<file path="src/rtl/gsr_pkg.sv">
package gsr_pkg;
  localparam int STA_W        = 18;
  localparam int CTL_W        = 6;
  localparam int NUM_CHAN     = 3;
  localparam int NUM_STICKY   = 4;
  localparam int CHAN_IRQ_LSB = 5;
  localparam int WARM_BIT     = 2;
  localparam int COLD_BIT     = 1;
  localparam int CODEC_RDY_BIT = 8;

  localparam logic [7:0] CTL_OFS = 8'h2C;
  localparam logic [7:0] STA_OFS = 8'h30;
  localparam logic [7:0] SEM_OFS = 8'h34;

  // sticky event bits (write one to clear) and plain read/write bits
  localparam logic [STA_W-1:0] STA_W1C_MASK = 18'h0_8C01;
  localparam logic [STA_W-1:0] STA_RW_MASK  = 18'h3_0000;
  localparam int STICKY_POS [NUM_STICKY] = '{0, 10, 11, 15};

  function automatic logic ctl_is_trigger(input logic [CTL_W-1:0] w);
    return w[WARM_BIT] | w[COLD_BIT];
  endfunction

  // software write: clear W1C ones, load RW bits, keep read-only bits
  function automatic logic [STA_W-1:0] sta_after_write(input logic [STA_W-1:0] old,
                                                       input logic [STA_W-1:0] w);
    logic [STA_W-1:0] r;
    r = old & ~(w & STA_W1C_MASK);
    r = (r & ~STA_RW_MASK) | (w & STA_RW_MASK);
    return r;
  endfunction

  function automatic logic [STA_W-1:0] sta_view(input logic [STA_W-1:0] q);
    logic [STA_W-1:0] r;
    r = q;
    r[CODEC_RDY_BIT] = 1'b1;
    return r;
  endfunction
endpackage

</file>
<file path="src/rtl/gs_ctl_reg.sv">
module gs_ctl_reg
  import gsr_pkg::*;
(
  input  logic             clk,
  input  logic             rst_n,
  input  logic             wr_hit,
  input  logic [CTL_W-1:0] wdata,
  output logic [CTL_W-1:0] ctl_q,
  output logic             warm_o,
  output logic             cold_o
);
  logic trig_wr;
  logic store_wr;

  assign trig_wr  = wr_hit & ctl_is_trigger(wdata);
  assign store_wr = wr_hit & ~ctl_is_trigger(wdata);

  always_ff @(posedge clk) begin
    if (!rst_n) begin
      ctl_q  <= '0;
      warm_o <= 1'b0;
      cold_o <= 1'b0;
    end else begin
      if (store_wr) ctl_q <= wdata;
      warm_o <= trig_wr & wdata[WARM_BIT];
      cold_o <= trig_wr & wdata[COLD_BIT];
    end
  end


  ctl_store_chk: assert property (@(posedge clk) disable iff (!rst_n)
    store_wr |=> (ctl_q == $past(wdata)));

  ctl_hold_chk: assert property (@(posedge clk) disable iff (!rst_n)
    trig_wr |=> $stable(ctl_q));

  warm_pulse_chk: assert property (@(posedge clk) disable iff (!rst_n)
    (wr_hit && wdata[WARM_BIT]) |=> warm_o);
endmodule

</file>
<file path="src/rtl/gs_sem_reg.sv">
module gs_sem_reg (
  input  logic clk,
  input  logic rst_n,
  input  logic rd_hit,
  input  logic mix_acc,
  input  logic cold_clr,
  output logic sem_q
);
  always_ff @(posedge clk) begin
    if (!rst_n)                   sem_q <= 1'b0;
    else if (cold_clr || mix_acc) sem_q <= 1'b0;
    else if (rd_hit)              sem_q <= 1'b1;
  end


  sem_release_chk: assert property (@(posedge clk) disable iff (!rst_n)
    mix_acc |=> !sem_q);

  sem_acquire_chk: assert property (@(posedge clk) disable iff (!rst_n)
    (rd_hit && !mix_acc && !cold_clr) |=> sem_q);
endmodule

</file>
<file path="src/rtl/gs_status_reg.sv">
module gs_status_reg
  import gsr_pkg::*;
(
  input  logic                  clk,
  input  logic                  rst_n,
  input  logic                  wr_hit,
  input  logic [STA_W-1:0]      wdata,
  input  logic [NUM_CHAN-1:0]   chan_irq,
  input  logic [NUM_STICKY-1:0] sticky_set,
  output logic [STA_W-1:0]      sta_q,
  output logic                  irq_o
);
  logic [NUM_CHAN-1:0] chan_prev;
  logic [NUM_CHAN-1:0] chan_rose;
  logic [NUM_CHAN-1:0] chan_fell;
  logic [STA_W-1:0]    sta_nxt;

  assign chan_rose = chan_irq & ~chan_prev;
  assign chan_fell = ~chan_irq & chan_prev;

  always_comb begin
    sta_nxt = sta_q;
    if (wr_hit) sta_nxt = sta_after_write(sta_q, wdata);
    for (int i = 0; i < NUM_STICKY; i++)
      if (sticky_set[i]) sta_nxt[STICKY_POS[i]] = 1'b1;
    for (int c = 0; c < NUM_CHAN; c++) begin
      if (chan_rose[c])      sta_nxt[CHAN_IRQ_LSB+c] = 1'b1;
      else if (chan_fell[c]) sta_nxt[CHAN_IRQ_LSB+c] = 1'b0;
    end
  end

  always_ff @(posedge clk) begin
    if (!rst_n) begin
      sta_q     <= '0;
      chan_prev <= '0;
    end else begin
      sta_q     <= sta_nxt;
      chan_prev <= chan_irq;
    end
  end

  assign irq_o = |sta_q[CHAN_IRQ_LSB +: NUM_CHAN];

  for (genvar c = 0; c < NUM_CHAN; c++) begin : g_chan_chk

    chan_set_chk: assert property (@(posedge clk) disable iff (!rst_n)
      chan_irq[c] |=> sta_q[CHAN_IRQ_LSB+c]);

    chan_clr_chk: assert property (@(posedge clk) disable iff (!rst_n)
      !chan_irq[c] |=> !sta_q[CHAN_IRQ_LSB+c]);
  end

  for (genvar i = 0; i < NUM_STICKY; i++) begin : g_sticky_chk

    sticky_set_chk: assert property (@(posedge clk) disable iff (!rst_n)
      sticky_set[i] |=> sta_q[STICKY_POS[i]]);

    sticky_clr_chk: assert property (@(posedge clk) disable iff (!rst_n)
      (wr_hit && wdata[STICKY_POS[i]] && !sticky_set[i]) |=> !sta_q[STICKY_POS[i]]);
  end


  rw_bits_chk: assert property (@(posedge clk) disable iff (!rst_n)
    wr_hit |=> (sta_q[17:16] == $past(wdata[17:16])));

  ro_irq_bits_chk: assert property (@(posedge clk) disable iff (!rst_n)
    (wr_hit && (chan_irq == chan_prev)) |=> $stable(sta_q[CHAN_IRQ_LSB +: NUM_CHAN]));
endmodule

</file>
<file path="src/rtl/gs_global_regs.sv">
module gs_global_regs
  import gsr_pkg::*;
#(
  parameter int ADDR_W = 6,
  parameter int DATA_W = 32
) (
  input  logic                  clk,
  input  logic                  rst_n,
  input  logic                  reg_wr,
  input  logic                  reg_rd,
  input  logic [ADDR_W-1:0]     reg_addr,
  input  logic [STA_W-1:0]      reg_wdata,
  input  logic                  mixer_access,
  input  logic [NUM_CHAN-1:0]   chan_irq,
  input  logic [NUM_STICKY-1:0] sticky_set,
  output logic [DATA_W-1:0]     rd_data,
  output logic                  rd_valid,
  output logic                  warm_rst,
  output logic                  cold_rst,
  output logic                  irq
);
  localparam logic [ADDR_W-1:0] A_CTL = ADDR_W'(CTL_OFS);
  localparam logic [ADDR_W-1:0] A_STA = ADDR_W'(STA_OFS);
  localparam logic [ADDR_W-1:0] A_SEM = ADDR_W'(SEM_OFS);

  logic             ctl_wr_hit;
  logic             sta_wr_hit;
  logic             sem_rd_hit;
  logic [CTL_W-1:0] ctl_q;
  logic [STA_W-1:0] sta_q;
  logic             sem_q;
  logic [DATA_W-1:0] rd_next;

  assign ctl_wr_hit = reg_wr && (reg_addr == A_CTL);
  assign sta_wr_hit = reg_wr && (reg_addr == A_STA);
  assign sem_rd_hit = reg_rd && (reg_addr == A_SEM);

  gs_ctl_reg u_ctl (
    .clk    (clk),
    .rst_n  (rst_n),
    .wr_hit (ctl_wr_hit),
    .wdata  (reg_wdata[CTL_W-1:0]),
    .ctl_q  (ctl_q),
    .warm_o (warm_rst),
    .cold_o (cold_rst)
  );

  gs_status_reg u_sta (
    .clk        (clk),
    .rst_n      (rst_n),
    .wr_hit     (sta_wr_hit),
    .wdata      (reg_wdata),
    .chan_irq   (chan_irq),
    .sticky_set (sticky_set),
    .sta_q      (sta_q),
    .irq_o      (irq)
  );

  gs_sem_reg u_sem (
    .clk      (clk),
    .rst_n    (rst_n),
    .rd_hit   (sem_rd_hit),
    .mix_acc  (mixer_access),
    .cold_clr (cold_rst),
    .sem_q    (sem_q)
  );

  always_comb begin
    rd_next = '1;
    if (reg_addr == A_CTL)      rd_next = DATA_W'(ctl_q);
    else if (reg_addr == A_STA) rd_next = DATA_W'(sta_view(sta_q));
    else if (reg_addr == A_SEM) rd_next = DATA_W'(sem_q);
  end

  always_ff @(posedge clk) begin
    if (!rst_n) begin
      rd_data  <= '0;
      rd_valid <= 1'b0;
    end else begin
      rd_valid <= reg_rd;
      if (reg_rd) rd_data <= rd_next;
    end
  end


  rd_valid_chk: assert property (@(posedge clk) disable iff (!rst_n)
    reg_rd |=> rd_valid);

  codec_rdy_chk: assert property (@(posedge clk) disable iff (!rst_n)
    (reg_rd && reg_addr == A_STA) |=> rd_data[CODEC_RDY_BIT]);
endmodule

</file>
<file path="config.mk">
export PLATFORM = sky130hd
export DESIGN_NAME = gs_global_regs
export DESIGN_NICKNAME = d
export VERILOG_FILES = /design/src/rtl/gsr_pkg.sv /design/src/rtl/gs_ctl_reg.sv /design/src/rtl/gs_sem_reg.sv /design/src/rtl/gs_status_reg.sv /design/src/rtl/gs_global_regs.sv
export SDC_FILE = /design/constraint.sdc
export NUM_CORES = 1
export LEC_CHECK = 0
export BUFFER_PORTS_ARGS = -buffer_cell sky130_fd_sc_hd__buf_2
export CAP_MARGIN = 20
export CORE_MARGIN = 2
export CORE_UTILIZATION = 30
export CTS_CLUSTER_DIAMETER = 80
export CTS_CLUSTER_SIZE = 40
export DETAILED_ROUTE_END_ITERATION = 12
export PLACE_DENSITY = 0.54
export SYNTH_ARGS = -nofsm -noshare
export SYNTH_HDL_FRONTEND = slang
export SYNTH_HIERARCHICAL = 1
export SYNTH_SLANG_ARGS = --single-unit
</file>
<file path="constraint.sdc">
create_clock -name clk -period 2.3 [get_ports clk]
set_clock_uncertainty 0.15 [all_clocks]
set_input_delay 0.23 -clock clk [delete_from_list [all_inputs] [get_ports clk]]
set_output_delay 0.23 -clock clk [all_outputs]
set_load 0.05 [all_outputs]
</file>
==> results of run 1 <==
## sequential cells by signal, summed over array words and instances, names as in the netlist
register         count
rd_data             19
u_ctl/warm_o         1
u_ctl/ctl_q          6
u_sem/sem_q          1
u_ctl/cold_o         1
rd_valid             1
u_sta/chan_prev      3
u_sta/sta_q          9
## metrics by stage
stage / cells / util (%) / worst slack [ns]
3_3_place_gp: 328 / 34.28 / 0.3568
2_1_floorplan: 217 / - / 0.3944
5_1_grt: 341 / 37.21 / 0.4763
6_report: 341 / 37.21 / 0.6336
4_1_cts: 341 / 37.21 / 0.6316
3_5_place_dp: 328 / 34.28 / 0.3399
## worst max-delay path by stage
stage / slack, ns / startpoint / cells past startpoint / endpoint
finish: 0.63 / reg_addr[1] / 5 / u_ctl/ctl_q[5]$_SDFFE_PN0P_
global route: 0.48 / reg_addr[1] / 5 / u_ctl/ctl_q[3]$_SDFFE_PN0P_
CTS: 0.63 / reg_addr[1] / 5 / u_ctl/ctl_q[5]$_SDFFE_PN0P_
detailed placement: 0.34 / reg_addr[1] / 5 / u_ctl/ctl_q[5]$_SDFFE_PN0P_
global placement: 0.36 / reg_addr[1] / 5 / u_ctl/ctl_q[4]$_SDFFE_PN0P_
floorplan: 0.39 / reg_addr[1] / 6 / u_ctl/ctl_q[1]$_SDFFE_PN0P_
## power breakdown
part	internal [uW]	switching, uW
Clock	431	248
Combinational	105	277
Sequential	752	24.4
Total	1290	549
## cell usage in the layout, fill, tap and decap left out, types with 3 or more instances in the layout
cell type / n
o31ai_1: 5
a21oi_1: 11
buf_4: 4
nor3_1: 7
dlygate4sd3_1: 5
clkbuf_8: 5
nand2_1: 19
conb_1: 8
nand3b_1: 3
dfxtp_1: 41
nor2b_1: 24
inv_1: 6
o21ai_0: 9
a31oi_1: 14
mux2i_1: 6
buf_2: 64
and2_2: 3
## critical path, cell delays in order
cell,delay (ns)
buf_2,0.09
or3b_1,0.39
nor3_1,0.32
nor3b_2,0.46
mux2i_1,0.24
## layout make-up
cell class	count	area (um2)	share of cell area, %
multi-input combinational	136	862.1	36.90
sequential	41	820.8	35.14
timing repair buffer	73	400.4	17.14
tap	77	96.34	4.124
clock buffer	5	68.82	2.946
clock inverter	3	65.06	2.785
inverter	6	22.52	0.9641
## layer usage
layer / up-vias / part of all wire, % / global-route usage (%) / wire, um
met1: 677 / 50 / 15.64 / 2047
met4: 0 / 1.7 / 4.839 / 68
met3: 6 / 4.0 / 2.868 / 161
met5: - / 0 / 0 / 0
met2: 42 / 44 / 18.47 / 1793
li1: 795 / - / - / -
==> impl_metrics.py, run 1 <==
metrics = {
    "sta": {
        "clock.fmax_mhz": 600.1,
        "hold_violations": 0,
        "slew_headroom_pct": 65.68,
        "hold_slack_ns": 0.02963,
        "period_minus_slack_ns": 1.666,
        "setup_viol": 0,
        "period_share_pct": 72.45,
        "rsz0062_at_grt": "false",
        "worstMarginPinSlew_ns": 0.5148,
        "slew_viol_final": 0,
        "fin_setup_tns_ns": 0,
    },
    "final_layout": {
        "nFillCells": 660,
        "fin_nets": 299,
        "syn_to_final_growth_pct": 21.47,
        "drive_gt1_share_pct": 34.47,
        "n_antenna_cell": 0,
        "design_area_mm2": 0.002336,
    },
    "floorplan": {
        "die_area_mm2": 0.007067,
        "die_y_um": 84.07,
        "start_util_pct": 30.64,
        "io_pins": 72,
        "fp-row-count": 29,
        "core_mm2": 0.006277,
        "die_w_um": 84.07,
    },
    "worst_setup_path": {
        "cp.required_ns": 2.37,
        "ff2ff_path_depth": 2,
        "crit_path_end_kind": "flop",
        "worstSetupStartpointType": "primary input",
        "r2r-end": "rd_data[0]$_SDFFE_PN0P_",
        "criticalPathCategory": "in -> reg",
        "ff2ff_setup_slack_ns": 1.28,
        "cp_max_fo": 4,
        "worstReg2RegStart": "u_sem/sem_q$_SDFFE_PP0P_",
        "worst_ep_arrival_time_ns": 1.74,
    },
    "global_route": {
        "antenna_found_initial": 0,
        "grt_max_degree": 32,
        "grt_pass1_vias": 1428,
        "gr-usage-all-layers_pct": 11.85,
        "grt-ovfl-total": 0,
        "grt_pass1_wl_mm": 6.775,
    },
    "clocking": {
        "cts_made_buffers": 5,
        "clk_latency_ns": 0.30,
        "cts_root_buffer": "clkbuf_8",
        "hold_buffers": 5,
        "cts_tree": "done",
        "post_cts_buffers": 0,
        "postCtsResizedCells": 0,
        "clk_path_buf_depth": 2,
        "htree_levels": 2,
        "clkSinkCount": 41,
        "clk_pin_slew_ns": 0.07,
    },
    "place": {
        "placed_area_mm2": 0.002152,
        "place_congestion": 0.7563,
        "io_buffers": 64,
        "hpwlAfterDp_mm": 2.906,
    },
    "drt": {
        "ant_nets": 0,
        "via_per_inst": 4.457,
        "routed_wl_mm": 4.070,
        "vias": 1520,
        "first_pass_iters": 4,
        "drc_errors": 0,
        "routedWlPerCell_um": 11.94,
        "first_iter_violations": 60,
    },
    "yosys": {
        "syn_area_mm2": 0.001923,
        "ys_warn_count": 6,
        "synth_cells": 210,
        "postSynthAreaPerCell_um2": 9.158,
    },
    "status": {
        "status": "completed",
    },
    "min_path": {
        "hp-start": "reg_wdata[3]",
        "hold_end": "u_ctl/ctl_q[3]$_SDFFE_PN0P_",
        "min_path_cells": 3,
        "hold_class": "in -> reg",
    },
    "job": {
        "maxCapViolCount": 0,
    },
    "pwr": {
        "p_per_area_mw_per_mm2": 786.5,
        "power_leakage_uw": 0.001008,
        "totalPowerFinal_uw": 1837,
        "irDropWorstVdd_mv": 0.4808,
    },
}
(Power assumes the default switching activity.)
==> inputs of run 2 (changes only) <==
--- a/config.mk
+++ b/config.mk
@@ -12,7 +12,7 @@
 export CTS_CLUSTER_DIAMETER = 80
 export CTS_CLUSTER_SIZE = 40
 export DETAILED_ROUTE_END_ITERATION = 12
-export PLACE_DENSITY = 0.54
+export PLACE_DENSITY = 0.56
 export SYNTH_ARGS = -nofsm -noshare
 export SYNTH_HDL_FRONTEND = slang
 export SYNTH_HIERARCHICAL = 1
==> constraint.sdc (replaced) <==
create_clock -name clk -period 1.5 [get_ports clk]
set_clock_uncertainty 0.15 [all_clocks]
set_input_delay 0.15 -clock clk [delete_from_list [all_inputs] [get_ports clk]]
set_output_delay 0.15 -clock clk [all_outputs]
set_load 0.05 [all_outputs]
==> run 2 against run 1 <==
Register-to-register slack lost 0.81 ns. Die area is the same. Non-clock buffer count grew 22. Worst hold slack gained 0.0018 ns. Routed wire length grew 9.5%. Count of clock-buffer cells in the layout grew 2. First-iteration DRC count grew to 2.9 times the previous value. Critical path depth shrank 3. Sequential power grew 53%. Highest routed layer unchanged.
==> impl_metrics.py, run 2 (synthesis gave the netlist of run 1 again) <==
metrics = {
    "status": {
        "status": "completed",
    },
    "min_path": {
        "hold_end": "u_ctl/cold_o$_SDFF_PN0_",
        "min_path_cells": 2,
        "hp-start": "reg_wdata[1]",
        "hold_class": "in -> reg",
    },
    "floorplan": {
        "die_area_mm2": 0.007067,
        "fp-row-count": 29,
        "die_w_um": 84.07,
        "io_pins": 72,
        "core_mm2": 0.006277,
        "start_util_pct": 30.64,
        "die_y_um": 84.07,
    },
    "global_route": {
        "grt_pass1_vias": 1597,
        "antenna_found_initial": 0,
        "grt_pass1_wl_mm": 7.369,
        "grt_max_degree": 28,
        "grt-ovfl-total": 0,
        "gr-usage-all-layers_pct": 12.83,
    },
    "clocking": {
        "cts_made_buffers": 5,
        "clk_pin_slew_ns": 0.08,
        "clk_path_buf_depth": 2,
        "htree_levels": 2,
        "clkSinkCount": 41,
        "cts_tree": "done",
        "cts_root_buffer": "clkbuf_8",
        "clk_latency_ns": 0.29,
    },
    "worst_setup_path": {
        "r2r-end": "rd_data[0]$_SDFFE_PN0P_",
        "critPathTopFamily": "simple AND/OR/NAND/NOR gates",
        "cp_max_fo": 2,
        "slowest_stage": "or3_4",
        "cp.required_ns": 1.20,
        "worst_ep_arrival_time_ns": 1.16,
        "cp_cell_sequence": "or3_4 -> buf_8",
        "crit_start": "u_sta/sta_q[6]$_SDFFE_PN0P_",
        "crit_path_end_kind": "output pin",
        "criticalPathCategory": "reg -> out",
        "slowest_delay_ns": 0.39,
        "ff2ff_path_depth": 2,
        "path_buf_inv": 1,
        "ff2ff_setup_slack_ns": 0.47,
        "worstReg2RegStart": "u_sem/sem_q$_SDFFE_PP0P_",
        "crit_cells": 2,
        "worstSetupStartpointType": "flop",
    },
    "sta": {
        "slew_viol_final": 0,
        "period_share_pct": 97.53,
        "period_minus_slack_ns": 1.463,
        "rsz0062_at_grt": "false",
        "fin_ws_ns": 0.03705,
        "hold_violations": 0,
        "hold_slack_ns": 0.03143,
        "clock.fmax_mhz": 683.6,
        "setup_viol": 0,
    },
    "final_layout": {
        "final_common_cell": "buf_2",
        "max_flop_register": "rd_data",
        "top_regs": "rd_data x19, u_sta/sta_q x9, u_ctl/ctl_q x6",
        "syn_to_final_growth_pct": 33.18,
        "fin_util_pct": 40.80,
        "fin_nets": 321,
        "largest_reg_flops": 19,
        "final_cell_mix": "63 x buf_2, 37 x dfxtp_1, 24 x nor2b_1, 19 x nand2_1, 17 x dlygate4sd3_1",
        "drive_gt1_share_pct": 37.41,
        "n_antenna_cell": 0,
    },
    "pwr": {
        "combPwrFrac_pct": 25.0,
        "irDropWorstVdd_mv": 0.4740,
        "switching_power_uw": 862.1,
        "p_seq_share_pct": 44.9,
        "power_leakage_uw": 0.001119,
        "power.share.clock_pct": 30.1,
        "swShare_pct": 32.50,
        "power.internal_uw": 1791,
        "p_per_area_mw_per_mm2": 1036,
    },
    "drt": {
        "drc_errors": 0,
        "routed_wl_mm": 4.456,
        "first_pass_iters": 4,
        "first_iter_violations": 175,
        "ant_nets": 0,
        "vias": 1658,
        "routedWlPerCell_um": 12.28,
        "via_per_inst": 4.567,
    },
    "place": {
        "dp_slack_ns": -0.1705,
        "hpwlAfterDp_mm": 3.151,
        "io_buffers": 64,
        "place_congestion": 0.7870,
    },
    "job": {
        "maxCapViolCount": 0,
    },
}
## run 2: cell types whose count changed in the layout (fill, tap and decap cells not counted), moves of 2 or more
| cell | before | now |
|---|---|---|
| dlygate4sd3_1 | 5 | 17 |
| dfxtp_2 | 0 | 4 |
| clkbuf_8 | 5 | 7 |
| buf_4 | 4 | 12 |
| dfxtp_1 | 41 | 37 |
| bufinv_16 | 2 | 0 |
| buf_12 | 0 | 2 |
## run 2: metrics by stage
step / power (uW) / TNS (ns) / cells / cell area, um2
global route: 2765 / 0 / 363 / 2561
global placement: 1825 / -2.654 / 337 / 2262
detailed placement: 1830 / -3.194 / 337 / 2262
finish: 2653 / 0 / 363 / 2561
CTS: 2663 / 0 / 362 / 2545
floorplan: 1703 / -1.246 / 217 / 1967
## run 2: per-layer routing
layer | vias to the layer above | global-route usage (%) | share of wire, %
li1 | 843 | - | -
met1 | 753 | 17.04 | 50
met2 | 56 | 20.63 | 44
met3 | 6 | 3.264 | 5.2
met4 | 0 | 3.519 | 1.0
met5 | - | 0 | 0
## run 2: power by group through the flow
stage | clock network [uW] | registers [uW] | logic (uW)
global route | 855 | 1200 | 707
floorplan | 0 | 1360 | 339
CTS | 813 | 1190 | 656
global placement | 0 | 1220 | 608
finish | 798 | 1190 | 662
detailed placement | 0 | 1220 | 612
## run 2: worst max path at each step
stage / to / slack (ns)
global route: irq / 0.007
CTS: irq / 0.02
global placement: u_sta/sta_q[16]$_SDFFE_PN0P_ / -0.17
detailed placement: u_ctl/ctl_q[3]$_SDFFE_PN0P_ / -0.17
floorplan: u_ctl/ctl_q[1]$_SDFFE_PN0P_ / -0.19
finish: irq / 0.04
## run 2: layout make-up
type | instances | area (um2)
flip-flops and latches | 41 | 825.8
repair buffers | 95 | 630.6
inverters | 6 | 22.52
clock inverters | 1 | 5.005
well taps | 77 | 96.34
clock buffers | 7 | 96.34
fillers | 648 | 3716
multi-input cells | 136 | 884.6
## run 2: repair_timing
item                                    in CTS  in global routing
hold endpoints to repair                    17                  0
cloned                                       0                  0
hold buffers                                17                  0
gates resized for setup                      3                  5
pin swaps                                    0                  1
buffers inserted                             0                  1
endpoints found under the setup margin       1                 15
==> inputs of run 3 (changes only) <==
==> constraint.sdc (replaced) <==
create_clock -name clk -period 1.5 [get_ports clk]
set_clock_uncertainty 0.15 [all_clocks]
set_input_delay 0.075 -clock clk [delete_from_list [all_inputs] [get_ports clk]]
set_output_delay 0.075 -clock clk [all_outputs]
set_load 0.05 [all_outputs]
==> run 3 against run 2 <==
Non-clock buffer count unchanged. Critical endpoint unchanged. Die area unchanged. Worst hold slack better by 0.026 ns. Final cell count is the same. Cell area is essentially flat. Routed wire length fell by 4.0%. Critical path type unchanged. Count of clock-buffer cells in the layout did not move.
==> impl_metrics.py, run 3 (synthesis gave the netlist of run 1 again) <==
metrics = {
    "drt": {
        "first_iter_violations": 79,
        "first_pass_iters": 4,
        "routedWlPerCell_um": 11.78,
        "via_per_inst": 4.455,
        "ant_nets": 0,
        "drc_errors": 0,
        "routed_wl_mm": 4.276,
        "vias": 1617,
    },
    "final_layout": {
        "n_antenna_cell": 0,
        "nFillCells": 630,
        "largest_reg_flops": 19,
        "final_cell_mix": "64 x buf_2, 41 x dfxtp_1, 24 x nor2b_1, 20 x dlygate4sd3_1, 19 x nand2_1",
        "syn_to_final_growth_pct": 33.31,
        "fin_nets": 321,
        "design_area_mm2": 0.002564,
        "drive_gt1_share_pct": 34.27,
        "top_regs": "rd_data x19, u_sta/sta_q x9, u_ctl/ctl_q x6",
        "final_common_cell": "buf_2",
        "max_flop_register": "rd_data",
    },
    "worst_setup_path": {
        "cp.required_ns": 1.27,
        "slowest_delay_ns": 0.37,
        "crit_path_end_kind": "output pin",
        "crit_start": "u_sta/sta_q[5]$_SDFFE_PN0P_",
        "worst_ep_arrival_time_ns": 1.20,
        "cp_max_fo": 3,
        "worstReg2RegStart": "u_sem/sem_q$_SDFFE_PP0P_",
        "slowest_stage": "or3_1",
        "worstSetupStartpointType": "flop",
        "criticalPathCategory": "reg -> out",
        "cp_cell_sequence": "or3_1 -> buf_2",
    },
    "pwr": {
        "p_per_area_mw_per_mm2": 1073,
        "power_leakage_uw": 0.001116,
        "irDropWorstVdd_mv": 0.4775,
    },
    "place": {
        "hpwlAfterDp_mm": 3.091,
        "io_buffers": 64,
        "place_congestion": 0.8348,
        "dp_slack_ns": -0.1293,
        "placed_area_mm2": 0.002247,
    },
    "clocking": {
        "clkSinkCount": 41,
        "clk_latency_ns": 0.29,
        "clk_pin_slew_ns": 0.07,
        "cts_tree": "done",
        "htree_levels": 2,
        "cts_root_buffer": "clkbuf_8",
        "cts_made_buffers": 5,
        "clk_path_buf_depth": 2,
        "post_cts_buffers": 0,
    },
    "sta": {
        "setup_viol": 0,
        "slew_viol_final": 0,
        "fin_ws_ns": 0.07416,
        "rsz0062_at_grt": "false",
        "period_share_pct": 95.06,
        "hold_violations": 0,
        "clock.fmax_mhz": 701.3,
        "period_minus_slack_ns": 1.426,
        "hold_slack_ns": 0.05774,
    },
    "global_route": {
        "grt-ovfl-total": 0,
        "antenna_found_initial": 0,
        "gr-usage-all-layers_pct": 12.48,
        "grt_max_degree": 27,
        "grt_pass1_vias": 1414,
        "grt_pass1_wl_mm": 7.079,
    },
    "floorplan": {
        "die_y_um": 84.07,
        "fp-row-count": 29,
        "io_pins": 72,
        "core_mm2": 0.006277,
        "die_w_um": 84.07,
        "start_util_pct": 30.64,
        "die_area_mm2": 0.007067,
    },
    "job": {
        "maxCapViolCount": 0,
    },
    "min_path": {
        "hp-start": "reg_addr[4]",
        "hold_class": "in -> reg",
    },
    "status": {
        "status": "completed",
    },
}
[run 3: cell types whose count changed in the layout (fill, tap and decap cells not counted)]
cell / previous run / this run
dfxtp_1: 37 / 41
dfxtp_2: 4 / 0
buf_4: 12 / 9
dlygate4sd3_1: 17 / 20
buf_2: 63 / 64
buf_8: 1 / 0
bufinv_16: 0 / 1
clkbuf_1: 0 / 1
clkbuf_8: 7 / 6
clkinv_2: 1 / 0
or3_1: 0 / 1
or3_4: 1 / 0
[run 3: metrics by stage]
step	utilization, %	total power (uW)	setup TNS, ns	std cells
global route	40.84	2873	0	363
global placement	35.80	1821	-0.9669	335
CTS	40.84	2781	0	363
floorplan	-	1703	-0.6452	217
detailed placement	35.80	1824	-1.351	335
finish	40.84	2751	0	363
[run 3: timing repair]
item	CTS	global route
endpoints found under the hold margin	19	0
gates resized for setup	0	0
hold buffers	20	0
[run 3: metal layers]
layer	up-vias	global-route usage (%)	wire, um	part of all wire [%]
li1	848	-	-	-
met1	707	17.70	2126	50
met2	55	18.69	1856	43
met3	7	3.165	247	5.8
met4	0	3.519	46	1.1
met5	-	0	0	0
[run 3: path summary, 6_finish.rpt]
path                                                end  slack (ns)  cells past startpoint
worst min-delay path            rd_data[8]$_SDFFE_PN0P_        0.06                      4
worst max register to register  rd_data[0]$_SDFFE_PN0P_        0.48                      2
worst max-delay path                                irq        0.07                      2
worst min register to register  rd_data[1]$_SDFFE_PN0P_        0.30                      2
[run 3: worst max-delay path, delay by kind of cell (launching register included)]
| family | cells | cell delay [ns] |
|---|---|---|
| and+or+nand+nor | 1 | 0.37 |
| DFF | 1 | 0.33 |
| buffers and inverters | 1 | 0.22 |
[run 3: power by group]
part           internal [uW]  switching [uW]
Sequential              1150            38.2
Clock                    543             374
Combinational            207             437
[run 3: cell type report]
class	count	area [um2]	area share (%)
repair buffers	95	628.1	24.50
inverters	6	22.52	0.8785
clock buffers	7	86.33	3.367
multi-input cells	136	879.6	34.31
clock inverters	1	30.03	1.171
flip-flops and latches	41	820.8	32.02
well taps	77	96.34	3.758
